File: config.mk
export PLATFORM = sky130hd
export DESIGN_NAME = mux_bus_decoder
export DESIGN_NICKNAME = d
export VERILOG_FILES = /design/src/rtl/mux_bus_pkg.sv /design/src/rtl/lockout_fsm.sv /design/src/rtl/addr_lo_latch.sv /design/src/rtl/port_decode.sv /design/src/rtl/byte_latch.sv /design/src/rtl/mux_bus_decoder.sv
export SDC_FILE = /design/constraint.sdc
export NUM_CORES = 1
export LEC_CHECK = 0
export CORE_MARGIN = 2
export CORE_UTILIZATION = 40
export CTS_BUF_LIST = sky130_fd_sc_hd__clkbuf_16
export CTS_CLUSTER_DIAMETER = 60
export CTS_CLUSTER_SIZE = 30
export DETAILED_ROUTE_END_ITERATION = 10
export PLACE_DENSITY = 0.74
export SETUP_SLACK_MARGIN = 0.05
export SYNTH_ARGS = -nofsm -noshare
export SYNTH_HDL_FRONTEND = slang
export SYNTH_HIERARCHICAL = 1
export SYNTH_SLANG_ARGS = --single-unit
File: constraint.sdc
create_clock -name clk -period 3.4 [get_ports clk]
set_clock_uncertainty 0.2 [all_clocks]
set_input_delay 0.51 -clock clk [delete_from_list [all_inputs] [get_ports clk]]
set_output_delay 0.51 -clock clk [all_outputs]
set_load 0.02 [all_outputs]
File: src/rtl/mux_bus_pkg.sv
package mux_bus_pkg;
    localparam int BYTE_W   = 8;
    localparam int SEL_N    = 8;
    localparam int SEL_W    = $clog2(SEL_N);
    localparam int RAM_AW   = 15;
    localparam logic [SEL_W-1:0] CODE_EXP   = 3'd0;
    localparam logic [SEL_W-1:0] CODE_MOTOR = 3'd6;
    localparam logic [SEL_W-1:0] CODE_INPUT = 3'd7;

    typedef enum logic {
        LK_HOLD = 1'b0,
        LK_RUN  = 1'b1
    } lock_state_e;
endpackage

File: src/rtl/lockout_fsm.sv
module lockout_fsm #(
    parameter int LOCK_CYCLES = 1024
) (
    input  logic clk,
    input  logic rst_n,
    output logic ram_ok
);
    import mux_bus_pkg::*;

    localparam int CNT_W = (LOCK_CYCLES > 1) ? $clog2(LOCK_CYCLES) : 1;
    localparam logic [CNT_W-1:0] LAST = CNT_W'(LOCK_CYCLES - 1);

    lock_state_e state, state_nx;
    logic [CNT_W-1:0] cnt;

    always_comb begin
        state_nx = state;
        unique case (state)
            LK_HOLD: if (cnt == LAST) state_nx = LK_RUN;
            LK_RUN:  state_nx = LK_RUN;
        endcase
    end

    always_ff @(posedge clk or negedge rst_n) begin
        if (!rst_n) begin
            state <= LK_HOLD;
            cnt   <= '0;
        end else begin
            state <= state_nx;
            if (state == LK_HOLD && cnt != LAST) cnt <= cnt + 1'b1;
        end
    end

    always_comb begin
        unique case (state)
            LK_HOLD: ram_ok = 1'b0;
            LK_RUN:  ram_ok = 1'b1;
        endcase
    end
endmodule

File: src/rtl/addr_lo_latch.sv
module addr_lo_latch #(
    parameter int W = 8
) (
    input  logic         clk,
    input  logic         rst_n,
    input  logic         strobe,
    input  logic [W-1:0] bus,
    output logic [W-1:0] lo
);
    always_ff @(posedge clk or negedge rst_n) begin
        if (!rst_n)      lo <= '0;
        else if (strobe) lo <= bus;
    end
endmodule

File: src/rtl/port_decode.sv
module port_decode
    import mux_bus_pkg::*;
(
    input  logic [7:0]       addr_hi,
    input  logic             rw,
    input  logic             e_act,
    input  logic             ram_ok,
    output logic             ram_ce_n,
    output logic [SEL_N-1:0] port_sel_n,
    output logic             rd_input
);
    logic             dec_en;
    logic [SEL_W-1:0] code;

    assign dec_en   = !addr_hi[7] && addr_hi[6] && e_act;
    assign code     = {addr_hi[5], addr_hi[4], rw};
    assign ram_ce_n = !(addr_hi[7] && e_act && ram_ok);
    assign rd_input = dec_en && (code == CODE_INPUT);

    for (genvar g = 0; g < SEL_N; g++) begin : g_sel
        assign port_sel_n[g] = !(dec_en && (code == SEL_W'(g)));
    end
endmodule

File: src/rtl/byte_latch.sv
module byte_latch #(
    parameter int W = 8
) (
    input  logic         clk,
    input  logic         rst_n,
    input  logic         load,
    input  logic [W-1:0] d,
    output logic [W-1:0] q
);
    always_ff @(posedge clk or negedge rst_n) begin
        if (!rst_n)    q <= '0;
        else if (load) q <= d;
    end
endmodule

File: src/rtl/mux_bus_decoder.sv
module mux_bus_decoder #(
    parameter int LOCK_CYCLES = 1024
) (
    input  logic        clk,
    input  logic        rst_n,
    input  logic [7:0]  ad_in,
    output logic [7:0]  ad_out,
    output logic        ad_oe,
    input  logic        as_strb,
    input  logic        rw,
    input  logic        e_clk,
    input  logic [7:0]  addr_hi,
    input  logic [7:0]  in_port,
    output logic [14:0] ram_addr,
    output logic        ram_ce_n,
    output logic [7:0]  port_sel_n,
    output logic [7:0]  motor_q,
    output logic [7:0]  exp_q
);
    import mux_bus_pkg::*;

    logic             e_q;
    logic             e_fall;
    logic             ram_ok;
    logic             rd_input;
    logic [BYTE_W-1:0] lo_byte;

    always_ff @(posedge clk or negedge rst_n) begin
        if (!rst_n) e_q <= 1'b0;
        else        e_q <= e_clk;
    end
    assign e_fall = e_q && !e_clk;

    lockout_fsm #(.LOCK_CYCLES(LOCK_CYCLES)) u_lock (
        .clk(clk), .rst_n(rst_n), .ram_ok(ram_ok)
    );

    addr_lo_latch #(.W(BYTE_W)) u_lo (
        .clk(clk), .rst_n(rst_n), .strobe(as_strb), .bus(ad_in), .lo(lo_byte)
    );
    assign ram_addr = {addr_hi[6:0], lo_byte};

    port_decode u_dec (
        .addr_hi(addr_hi), .rw(rw), .e_act(e_q), .ram_ok(ram_ok),
        .ram_ce_n(ram_ce_n), .port_sel_n(port_sel_n), .rd_input(rd_input)
    );

    byte_latch #(.W(BYTE_W)) u_motor (
        .clk(clk), .rst_n(rst_n),
        .load(e_fall && !port_sel_n[CODE_MOTOR]), .d(ad_in), .q(motor_q)
    );

    byte_latch #(.W(BYTE_W)) u_exp (
        .clk(clk), .rst_n(rst_n),
        .load(e_fall && !port_sel_n[CODE_EXP]), .d(ad_in), .q(exp_q)
    );

    assign ad_oe  = rd_input;
    assign ad_out = rd_input ? in_port : '0;
endmodule

==> metrics.yaml <==
routabilityCongestion: 0.821
drc: 0
synthTopCellsByArea: "dfrtp_1, mux2_4, and2_1"
synth_top_area_share_pct: 49.5
syn_area_per_cell_um2: 13.4
viasPerCell: 5.24
reg2reg_depth: 5
post-route-period-util_pct: 90.0
clk_pin_slew_ns: 0.05
min_period_ns: 3.06
start_util_pct: 41.8
insertion_delay_ns: 0.28
ios: 78
grt_overflow: 0
die_area_mm2: 0.00510
syn_to_final_growth_pct: 46.2
worstHoldEndpoint: "u_lo/lo[4]$_DFFE_PN0P_"
cts_buffers: 5
grt_pass1_vias: 1297
whs_ns: 0.306
critPathArrivalTime_ns: 2.35
crit_path_end_kind: "primary output"
placed_area_mm2: 0.00252
synth_top_area_cell: "dfrtp_1"
grt_usage_pct: 17.0
io_buffers: 69
synth_edf_count: 0
crit_required_ns: 2.69
drv_cap: 0
final.fill_count: 340
reg2reg_from: "e_q$_DFF_PN0_"
outcome: "completed"
die_h_um: 71.4
startpoint_type: "input pin"
yosysUniqueCellTypes: 32
synthCells: 136
final_area_mm2: 0.00266
worst-path-max-fanout: 9
num_vias: 1353
reg2reg_slack_ns: 1.40
cts_resized: 0
rows: 24
slew_viol_final: 0
cts_hold_buf: 0
antenna_found_initial: 0
clock.fmax_mhz: 327
holdCritStartpoint: "u_lo/lo[4]$_DFFE_PN0P_"
clockRootBuffer: "clkbuf_16"
crit_type: "input pin to primary output"
path_cells: "clkdlybuf4s50_1 -> and3b_2 -> and4_1 -> and2_1 -> clkdlybuf4s50_1"
dp_hpwl_um: 3030
wl_um: 4130
peakVddDrop_mv: 0.274
synth_warnings: 6
cp_num_buf_inv: 2
firstDrtPassIters: 4
wl_per_cell_um: 16.0
grt_pass1_wl_um: 6690
syn_nets: 166
die_x_um: 71.4
drt_iter0_markers: 98
dp.cells: 250
slowest_stage: "clkdlybuf4s50_1"
detail-route-antenna-nets: 0
max_stage_delay_ns: 0.60
synth-seq-cells: 36
worst_pin_slew_ns: 0.579
layoutNonFillerInstCount: 258
hp-class: "register to register"
cts_sinks: 36
antennaDiodeCount: 0
post_cts_buffers: 0
fin_tns_setup_ns: 0
p_leak_nw: 1.14
coreArea_mm2: 0.00435
nets: 235
grt_max_degree: 37
htreeDepth: 2
yosys_most_used_dff: "dfrtp_1"
rsz0062_at_grt: "false"
r2r_end: "u_exp/q[5]$_DFFE_PN0P_"
power_density_mw_per_mm2: 407
cp_common_cell: "clkdlybuf4s50_1"
cts_buffer_depth: 2
drive_gt1_share_pct: 20.9
async_flop_share_pct: 100
critical-path-top-delay-family: "buffers and inverters"
hold_viol: 0
max_slew_margin_pct: 61.3
hold_depth: 1
syn-cell-area_mm2: 0.00182
setup_viol: 0
cts_tree: "yes"
ys_seq_area_share_pct: 49.5
[layout make-up]
| cell class | count | area (um2) | area share [%] |
|---|---|---|---|
| Sequential cell | 36 | 901 | 33.9 |
| Tap cell | 52 | 65.1 | 2.45 |
| Clock inverter | 3 | 13.8 | 0.517 |
| Clock buffer | 5 | 125 | 4.70 |
| Multi-Input combinational cell | 87 | 831 | 31.2 |
| Timing Repair Buffer | 72 | 713 | 26.8 |
| Inverter | 3 | 11.3 | 0.423 |
[sequential cells by signal, indices dropped and copies added, names as in the netlist]
| name | cells |
|---|---|
| e_q | 1 |
| u_lock/cnt | 10 |
| u_motor/q | 8 |
| u_lo/lo | 8 |
| u_lock/state | 1 |
| u_exp/q | 8 |
[metrics by stage]
stage | total power, mW | utilization, % | setup slack [ns]
after global routing | 1.13 | 61.1 | 0.246
after global placement | 0.660 | 57.9 | 0.422
after detailed placement | 0.665 | 57.9 | 0.348
after floorplan | 0.566 | - | 1.25
after CTS | 1.10 | 61.1 | 0.345
final | 1.08 | 61.1 | 0.340
[Yosys cell counts (2+ instances only)]
| cell type | instances |
|---|---|
| dfrtp_1 | 36 |
| mux2_4 | 25 |
| and2_1 | 9 |
| nand2_1 | 8 |
| buf_4 | 7 |
| a21oi_1 | 4 |
| nand4_1 | 4 |
| nand4b_1 | 4 |
| nor3b_1 | 4 |
| buf_6 | 3 |
| inv_1 | 3 |
| nand3_1 | 3 |
| a31oi_1 | 2 |
| and4_1 | 2 |
| mux2_2 | 2 |
| mux2i_1 | 2 |
| nor3_1 | 2 |
| xor2_1 | 2 |
[metal layers]
layer / vias up / GRT usage, % / wire length, um / part of all wire [%]
li1: 622 / - / - / -
met2: 46 / 28.6 / 2140 / 52
met5: - / 0 / 0 / 0
met1: 677 / 20.5 / 1680 / 41
met4: 0 / 6.92 / 69 / 1.7
met3: 8 / 5.06 / 242 / 5.9
[report_power, final]
part	internal (mW)	switching (mW)
Combinational	0.108	0.0782
Clock	0.265	0.159
Sequential	0.455	0.0166
Total	0.828	0.254
[how the worst max path moves through the flow]
stage                     cells after the start  slack (ns)   endpoint       start
after floorplan                               3        1.25  ad_out[0]  addr_hi[7]
after global placement                        5        0.42  ad_out[7]  addr_hi[4]
after detailed placement                      5        0.35  ad_out[7]  addr_hi[6]
after CTS                                     5        0.35  ad_out[2]  addr_hi[6]
after global routing                          5        0.25  ad_out[5]  addr_hi[4]
final                                         5        0.34  ad_out[4]  addr_hi[6]
[layout by cell type (no fill, tap or decap), types with 4 or more instances in the layout]
cell / Yosys / final
clkdlybuf4s50_1: 0 / 69
dfrtp_1: 36 / 36
mux2_4: 25 / 25
and2_1: 9 / 9
nand2_1: 8 / 8
clkbuf_16: 0 / 5
nand4b_1: 4 / 4
nand4_1: 4 / 4
a21oi_1: 4 / 4
[cell families after synthesis]
logic type,after synthesis,synth area share (%)
buf+inv,13,5.36
compound gates,9,4.06
xor+xnor,2,0.963
mux,30,23.6
simple gates,45,15.8
flops,36,49.5
fa+ha+maj,1,0.688
Note: power is estimated with default switching activity, not from simulation.
